File: config.mk
export PLATFORM = sky130hd
export DESIGN_NAME = bat_xlate_unit
export DESIGN_NICKNAME = d
export VERILOG_FILES = /design/src/rtl/bat_pkg.sv /design/src/rtl/bat_entry_bank.sv /design/src/rtl/bat_match.sv /design/src/rtl/bat_pick.sv /design/src/rtl/bat_xlate_unit.sv
export SDC_FILE = /design/constraint.sdc
export NUM_CORES = 1
export LEC_CHECK = 0
export BUFFER_PORTS_ARGS = -buffer_cell sky130_fd_sc_hd__buf_2
export CAP_MARGIN = 10
export CORE_ASPECT_RATIO = 1.2
export CORE_UTILIZATION = 50
export CTS_CLUSTER_SIZE = 10
export DETAILED_ROUTE_END_ITERATION = 6
export PLACE_DENSITY = 0.71
export SLEW_MARGIN = 25
export SYNTH_ARGS = -nofsm -noshare
export SYNTH_HDL_FRONTEND = slang
export SYNTH_HIERARCHICAL = 1
export SYNTH_SLANG_ARGS = --single-unit
File: constraint.sdc
create_clock -name clk -period 2.3 [get_ports clk]
set_input_delay 0.115 -clock clk [delete_from_list [all_inputs] [get_ports clk]]
set_output_delay 0.115 -clock clk [all_outputs]
set_load 0.01 [all_outputs]
File: src/rtl/bat_pkg.sv
package bat_pkg;
  localparam int BAT_ADDR_W = 32;
  localparam int BAT_OFS_W  = 17;
  localparam int BAT_MASK_W = 11;
  localparam int BAT_TAG_W  = BAT_ADDR_W - BAT_OFS_W;
  localparam int BAT_ATTR_W = 3;

  typedef struct packed {
    logic [BAT_TAG_W-1:0]  ebase;
    logic [BAT_TAG_W-1:0]  pbase;
    logic [BAT_MASK_W-1:0] mask;
    logic                  vs;
    logic                  vu;
    logic [BAT_ATTR_W-1:0] attr;
  } bat_entry_t;

  typedef enum logic [1:0] {
    SRC_NONE  = 2'b00,
    SRC_BLOCK = 2'b01,
    SRC_PAGE  = 2'b10
  } xlate_src_e;
endpackage

File: src/rtl/bat_entry_bank.sv
module bat_entry_bank
  import bat_pkg::*;
#(
  parameter int NENT  = 4,
  localparam int IDX_W = (NENT > 1) ? $clog2(NENT) : 1
) (
  input  logic                   clk,
  input  logic                   rst,
  input  logic                   we,
  input  logic [IDX_W-1:0]       widx,
  input  bat_entry_t             wdata,
  output bat_entry_t [NENT-1:0]  ents
);
  bat_entry_t [NENT-1:0] store_q;

  always_ff @(posedge clk) begin
    if (rst) begin
      for (int i = 0; i < NENT; i++) begin
        store_q[i] <= '0;
      end
    end else if (we) begin
      store_q[widx] <= wdata;
    end
  end

  assign ents = store_q;

  logic [NENT-1:0] any_valid;
  always_comb begin
    for (int i = 0; i < NENT; i++) any_valid[i] = store_q[i].vs | store_q[i].vu;
  end

  // Reset leaves no entry valid in either mode
  assert_reset_clears_R1: assert property (@(posedge clk) rst |=> (any_valid == '0));
endmodule

File: src/rtl/bat_match.sv
module bat_match
  import bat_pkg::*;
(
  input  bat_entry_t             ent,
  input  logic [BAT_ADDR_W-1:0]  ea,
  input  logic                   super_mode,
  output logic                   match,
  output logic [BAT_ADDR_W-1:0]  pa
);
  localparam int PAD_W = BAT_TAG_W - BAT_MASK_W;

  logic [BAT_TAG_W-1:0] pass_m;
  logic [BAT_TAG_W-1:0] ea_tag;
  logic                 mode_ok;

  assign pass_m  = {{PAD_W{1'b0}}, ent.mask};
  assign ea_tag  = ea[BAT_ADDR_W-1:BAT_OFS_W];
  assign mode_ok = super_mode ? ent.vs : ent.vu;
  assign match   = mode_ok && (((ea_tag ^ ent.ebase) & ~pass_m) == '0);
  assign pa      = {(ent.pbase & ~pass_m) | (ea_tag & pass_m), ea[BAT_OFS_W-1:0]};
endmodule

File: src/rtl/bat_pick.sv
module bat_pick
  import bat_pkg::*;
#(
  parameter int NENT = 4
) (
  input  logic [NENT-1:0]                        mvec,
  input  logic [NENT-1:0][BAT_ADDR_W-1:0]        pavec,
  input  logic [NENT-1:0][BAT_ATTR_W-1:0]        attrvec,
  output logic                                   any_hit,
  output logic [BAT_ADDR_W-1:0]                  sel_pa,
  output logic [BAT_ATTR_W-1:0]                  sel_attr
);
  always_comb begin
    any_hit  = |mvec;
    sel_pa   = '0;
    sel_attr = '0;
    for (int i = NENT - 1; i >= 0; i--) begin
      if (mvec[i]) begin
        sel_pa   = pavec[i];
        sel_attr = attrvec[i];
      end
    end
  end

  // Entry 0 always wins when it matches
  always_comb begin
    if (mvec[0]) assert_lowest_wins_R6: assert (sel_pa == pavec[0] && sel_attr == attrvec[0]);
  end
endmodule

File: src/rtl/bat_xlate_unit.sv
module bat_xlate_unit
  import bat_pkg::*;
#(
  parameter int NENT  = 4,
  localparam int IDX_W = (NENT > 1) ? $clog2(NENT) : 1,
  localparam int NSIDE = 2
) (
  input  logic                   clk,
  input  logic                   rst,
  input  logic                   wr_en,
  input  logic                   wr_side,
  input  logic [IDX_W-1:0]       wr_idx,
  input  logic [BAT_TAG_W-1:0]   wr_ebase,
  input  logic [BAT_TAG_W-1:0]   wr_pbase,
  input  logic [BAT_MASK_W-1:0]  wr_mask,
  input  logic                   wr_vs,
  input  logic                   wr_vu,
  input  logic [BAT_ATTR_W-1:0]  wr_attr,
  input  logic [BAT_ADDR_W-1:0]  lk_ea,
  input  logic                   lk_is_data,
  input  logic                   lk_super,
  input  logic                   pg_hit,
  input  logic [BAT_ADDR_W-1:0]  pg_pa,
  input  logic [BAT_ATTR_W-1:0]  pg_attr,
  output logic [BAT_ADDR_W-1:0]  pa,
  output logic                   hit,
  output logic                   miss,
  output logic [1:0]             src,
  output logic [BAT_ATTR_W-1:0]  attr
);
  bat_entry_t wdata;
  assign wdata = '{ebase: wr_ebase, pbase: wr_pbase, mask: wr_mask,
                   vs: wr_vs, vu: wr_vu, attr: wr_attr};

  logic [NSIDE-1:0]                  side_hit;
  logic [NSIDE-1:0][BAT_ADDR_W-1:0]  side_pa;
  logic [NSIDE-1:0][BAT_ATTR_W-1:0]  side_attr;

  for (genvar s = 0; s < NSIDE; s++) begin : g_side
    bat_entry_t [NENT-1:0]             ents;
    logic [NENT-1:0]                   mvec;
    logic [NENT-1:0][BAT_ADDR_W-1:0]   pavec;
    logic [NENT-1:0][BAT_ATTR_W-1:0]   attrvec;

    bat_entry_bank #(.NENT(NENT)) u_bank (
      .clk(clk), .rst(rst),
      .we(wr_en && (wr_side == s[0])),
      .widx(wr_idx), .wdata(wdata), .ents(ents)
    );

    for (genvar e = 0; e < NENT; e++) begin : g_ent
      bat_match u_match (
        .ent(ents[e]), .ea(lk_ea), .super_mode(lk_super),
        .match(mvec[e]), .pa(pavec[e])
      );
      assign attrvec[e] = ents[e].attr;
    end

    bat_pick #(.NENT(NENT)) u_pick (
      .mvec(mvec), .pavec(pavec), .attrvec(attrvec),
      .any_hit(side_hit[s]), .sel_pa(side_pa[s]), .sel_attr(side_attr[s])
    );
  end

  logic                  blk_hit;
  logic [BAT_ADDR_W-1:0] blk_pa;
  logic [BAT_ATTR_W-1:0] blk_attr;

  assign blk_hit  = side_hit[lk_is_data];
  assign blk_pa   = side_pa[lk_is_data];
  assign blk_attr = side_attr[lk_is_data];

  xlate_src_e src_sel;

  always_comb begin
    if (blk_hit) begin
      src_sel = SRC_BLOCK;
      pa      = blk_pa;
      attr    = blk_attr;
    end else if (pg_hit) begin
      src_sel = SRC_PAGE;
      pa      = pg_pa;
      attr    = pg_attr;
    end else begin
      src_sel = SRC_NONE;
      pa      = '0;
      attr    = '0;
    end
  end

  assign src  = src_sel;
  assign hit  = (src_sel != SRC_NONE);
  assign miss = ~hit;

  assert_miss_zero_R9: assert property (@(posedge clk) disable iff (rst)
    miss |-> (pa == '0 && attr == '0 && !pg_hit));
  assert_block_wins_R7: assert property (@(posedge clk) disable iff (rst)
    (blk_hit && pg_hit) |-> (src == SRC_BLOCK && pa == blk_pa));
  assert_offset_kept_R2: assert property (@(posedge clk) disable iff (rst)
    (src == SRC_BLOCK) |-> (pa[BAT_OFS_W-1:0] == lk_ea[BAT_OFS_W-1:0]));
  assert_page_pass_R8: assert property (@(posedge clk) disable iff (rst)
    (!blk_hit && pg_hit) |-> (pa == pg_pa && attr == pg_attr));
  assert_src_legal_R7: assert property (@(posedge clk) disable iff (rst)
    $onehot0(src) && (hit != miss));
endmodule

==> flow_summary.toml <==
[run_status]
status = "finished with violations"
violations = "design-rule violations, negative setup slack"

[place]
dp_hpwl_um = 43100
portBuffers = 160
gp_congestion = 0.887
place_ws_ns = -0.766

[routing]
post_drt_wl_per_cell_um = 21.6
ant_nets = 0
drt-total-wl_um = 62800
drtIter0Drc = 1011
drc = 48
drt-pass1-iter-count = 7
vias = 16100
vias_per_cell = 5.55

[critical_path]
arrival_ns = 3.31
path_max_fanout = 8
startpoint_type = "flop"
critPathMaxStageDelay_ns = 0.60
critPathSlowestCell = "or4_4"
crit_chain = "xnor2_2 > o22ai_2 > or4_4 > nor4_4 > buf_4 > nand2b_4 > buf_12 > buf_12 > buf_4 > o22ai_4 > a21oi_2 > mux2i_2 > mux2i_4 > buf_6"
crit_required_ns = 2.18
end_kind = "primary output"
critPathKind = "reg -> out"

[power]
p_int_mw = 10.5
comb_power_share_pct = 11.6
leakagePower_nw = 11.4
vdd_drop_max_v = 0.000516
swShare_pct = 24.9
switching_power_mw = 3.50
p_clk_share_pct = 41.2
p_seq_share_pct = 47.2
power_density_nw_per_um2 = 537

[timing]
setup_violations = 39
hold_violations = 0
rsz0062_at_grt = "yes"
period_minus_slack_ns = 3.43
fin_skew_ns = 0
slew_headroom_pct = 30.1
final_max_slew_viol_count = 0
fmax_ghz = 0.292
tightest_slew_ns = 1.05
setup_ws_ns = -1.13
finalCritPeriodShare_pct = 149

[die]
dieHeight_um = 231
die_area_um2 = 44500
coreArea_um2 = 42900
die_w_um = 193
initial_core_util_pct = 50.9
io_pins = 161
rows = 83

[logic_synthesis]
synth_compound_area_share_pct = 9.63
yosysUniqueCellTypes = 36
synth_nets = 2273
synth.area.mux_share_pct = 25.1
synthSimpleGateAreaFrac_pct = 16.0
yosysSeqAreaShare_pct = 33.7
synthXorXnorAreaFrac_pct = 4.81
yosys_warnings = 6
syn_area_per_cell_um2 = 10.2
synthAdderAreaFrac_pct = 0
synth-seq-cells = 368
synthCells = 2151
synth_top_family_by_area = "multiplexers"
syn-cell-area_um2 = 21800

[global_routing]
gr-usage-met2_pct = 48.1
top_usage_layer = "met2"
first_global_vias = 16600
grt_use_met1_pct = 35.2
use_met3_pct = 3.79
antenna_found_initial = 2
grt_max_degree = 100
grt_pass1_wl_um = 95000
grt_usage_pct = 27.8
grt_overflow = 0

[finish]
final_layout_size_suffix_gt1_share_pct = 35.3
syn2layout_area_growth_pct = 19.7
largest_reg_flops = 368
final_util_pct = 60.9
nets = 2477

[min_path]
hold_class = "in -> reg"

[clocking]
clock_sinks = 368
cts_buffers = 42
cts_root_buf = "clkbuf_16"
cts_tree = "built"
htreeDepth = 2
clk_path_buf_depth = 3
clkLatencyLatePin_ns = 0.55
path_clk_slew_ns = 0.06

[flow_run]
drv_cap = 0
## per-stage QoR
| step | std cells | setup TNS [ns] | cell area (um^2) | hold WS, ns | total power [mW] |
|---|---|---|---|---|---|
| 2_1_floorplan | 2151 | -7.49 | 22000 | 0.328 | 7.78 |
| 3_3_place_gp | 2790 | -21.04 | 23300 | 0.456 | 8.17 |
| 3_5_place_dp | 2790 | -22.03 | 23300 | 0.463 | 8.20 |
| 4_1_cts | 2890 | -40.55 | 25300 | 0.00764 | 14.1 |
| 5_1_grt | 2911 | -43.80 | 26100 | 0.0201 | 14.5 |
| 6_report | 2911 | -39.37 | 26100 | 0.00444 | 14.0 |
## path summary, 6_finish.rpt
kind	slack, ns	endpoint	depth (start not counted)	startpoint
max	-1.13	attr[1]	14	g_side[1].u_bank/ents[86]
min	0.004	g_side[0].u_bank/ents[127]	3	wr_ebase[4]
max reg2reg	1.47	g_side[1].u_bank/ents[106]	3	g_side[1].u_bank/ents[106]
min reg2reg	0.48	g_side[0].u_bank/ents[20]	2	g_side[0].u_bank/ents[20]
## synthesized netlist by cell type, drive strengths merged
library cell,n,area [um^2]
a21oi,66,556
a22oi,66,796
a31oi,4,25.0
and2,1,6.26
and3b,2,20.0
buf,251,2070
clkbuf,56,270
dfxtp,368,7370
inv,3,11.3
mux2,89,1010
mux2i,446,4460
nand2,41,154
nand2b,463,2900
nand3,10,50.1
nand3b,8,60.1
nor2,14,57.6
nor2b,3,23.8
nor3b,2,25.0
nor4,8,100
o21ai,10,50.1
o22ai,108,676
or3b,4,35.0
or4,8,60.1
xnor2,112,981
xor2,8,70.1
## power groups by stage
stage / combinational, mW / sequential [mW] / clock, mW
final: 1.63 / 6.62 / 5.79
after global routing: 1.73 / 6.63 / 6.17
after CTS: 1.56 / 6.61 / 5.89
after detailed placement: 1.46 / 6.74 / 0
after global placement: 1.43 / 6.74 / 0
after floorplan: 1.06 / 6.73 / 0
## critical path, delay by kind of cell, from the launching register on
| kind | cells | cell delay (ns) |
|---|---|---|
| simple gates | 3 | 0.87 |
| xor+xnor | 1 | 0.15 |
| mux | 2 | 0.33 |
| flops | 1 | 0.33 |
| buf+inv | 5 | 0.75 |
| compound gates | 3 | 0.31 |
## kinds of logic after synthesis
kind of cell              count (synthesis)
and+or+nand+nor                         564
buffers and inverters                   310
xor gates and xnor gates                120
muxes                                   535
DFF                                     368
AOI/OAI and AO/OA                       254
## routing by layer
metal / vias to the layer above / routed length (um)
li1: 7691 / -
met1: 7877 / 26800
met2: 468 / 30800
met3: 107 / 3410
met4: 2 / 1770
met5: - / 17
## area by class of cell
| class | count | area [um^2] |
|---|---|---|
| fillers | 3422 | 16800 |
| multi-input cells | 1474 | 13100 |
| flip-flops and latches | 368 | 7400 |
| repair buffers | 466 | 3860 |
| clock inverters | 3 | 33.8 |
| inverters | 3 | 11.3 |
| clock buffers | 44 | 1060 |
| well taps | 552 | 691 |
| diodes | 1 | 2.50 |
## layout by cell type (no fill, tap or decap), types with 39 or more instances in the layout
cell / count
a21oi_2: 63
a22oi_2: 63
buf_2: 154
buf_4: 200
clkbuf_16: 42
dfxtp_1: 343
dlygate4sd3_1: 45
mux2_2: 88
mux2i_1: 428
nand2_1: 39
nand2b_1: 460
o22ai_1: 70
xnor2_1: 85
## what timing repair did
item                       in CTS  in global routing
setup buffers                  11                 21
hold endpoints to repair      318                  0
hold buffers                   45                  0
pin swaps                      56                 21
resized for setup              87                110
setup endpoints to repair      39                 39
gates cloned                    5                  0
(Power assumes the default switching activity.)
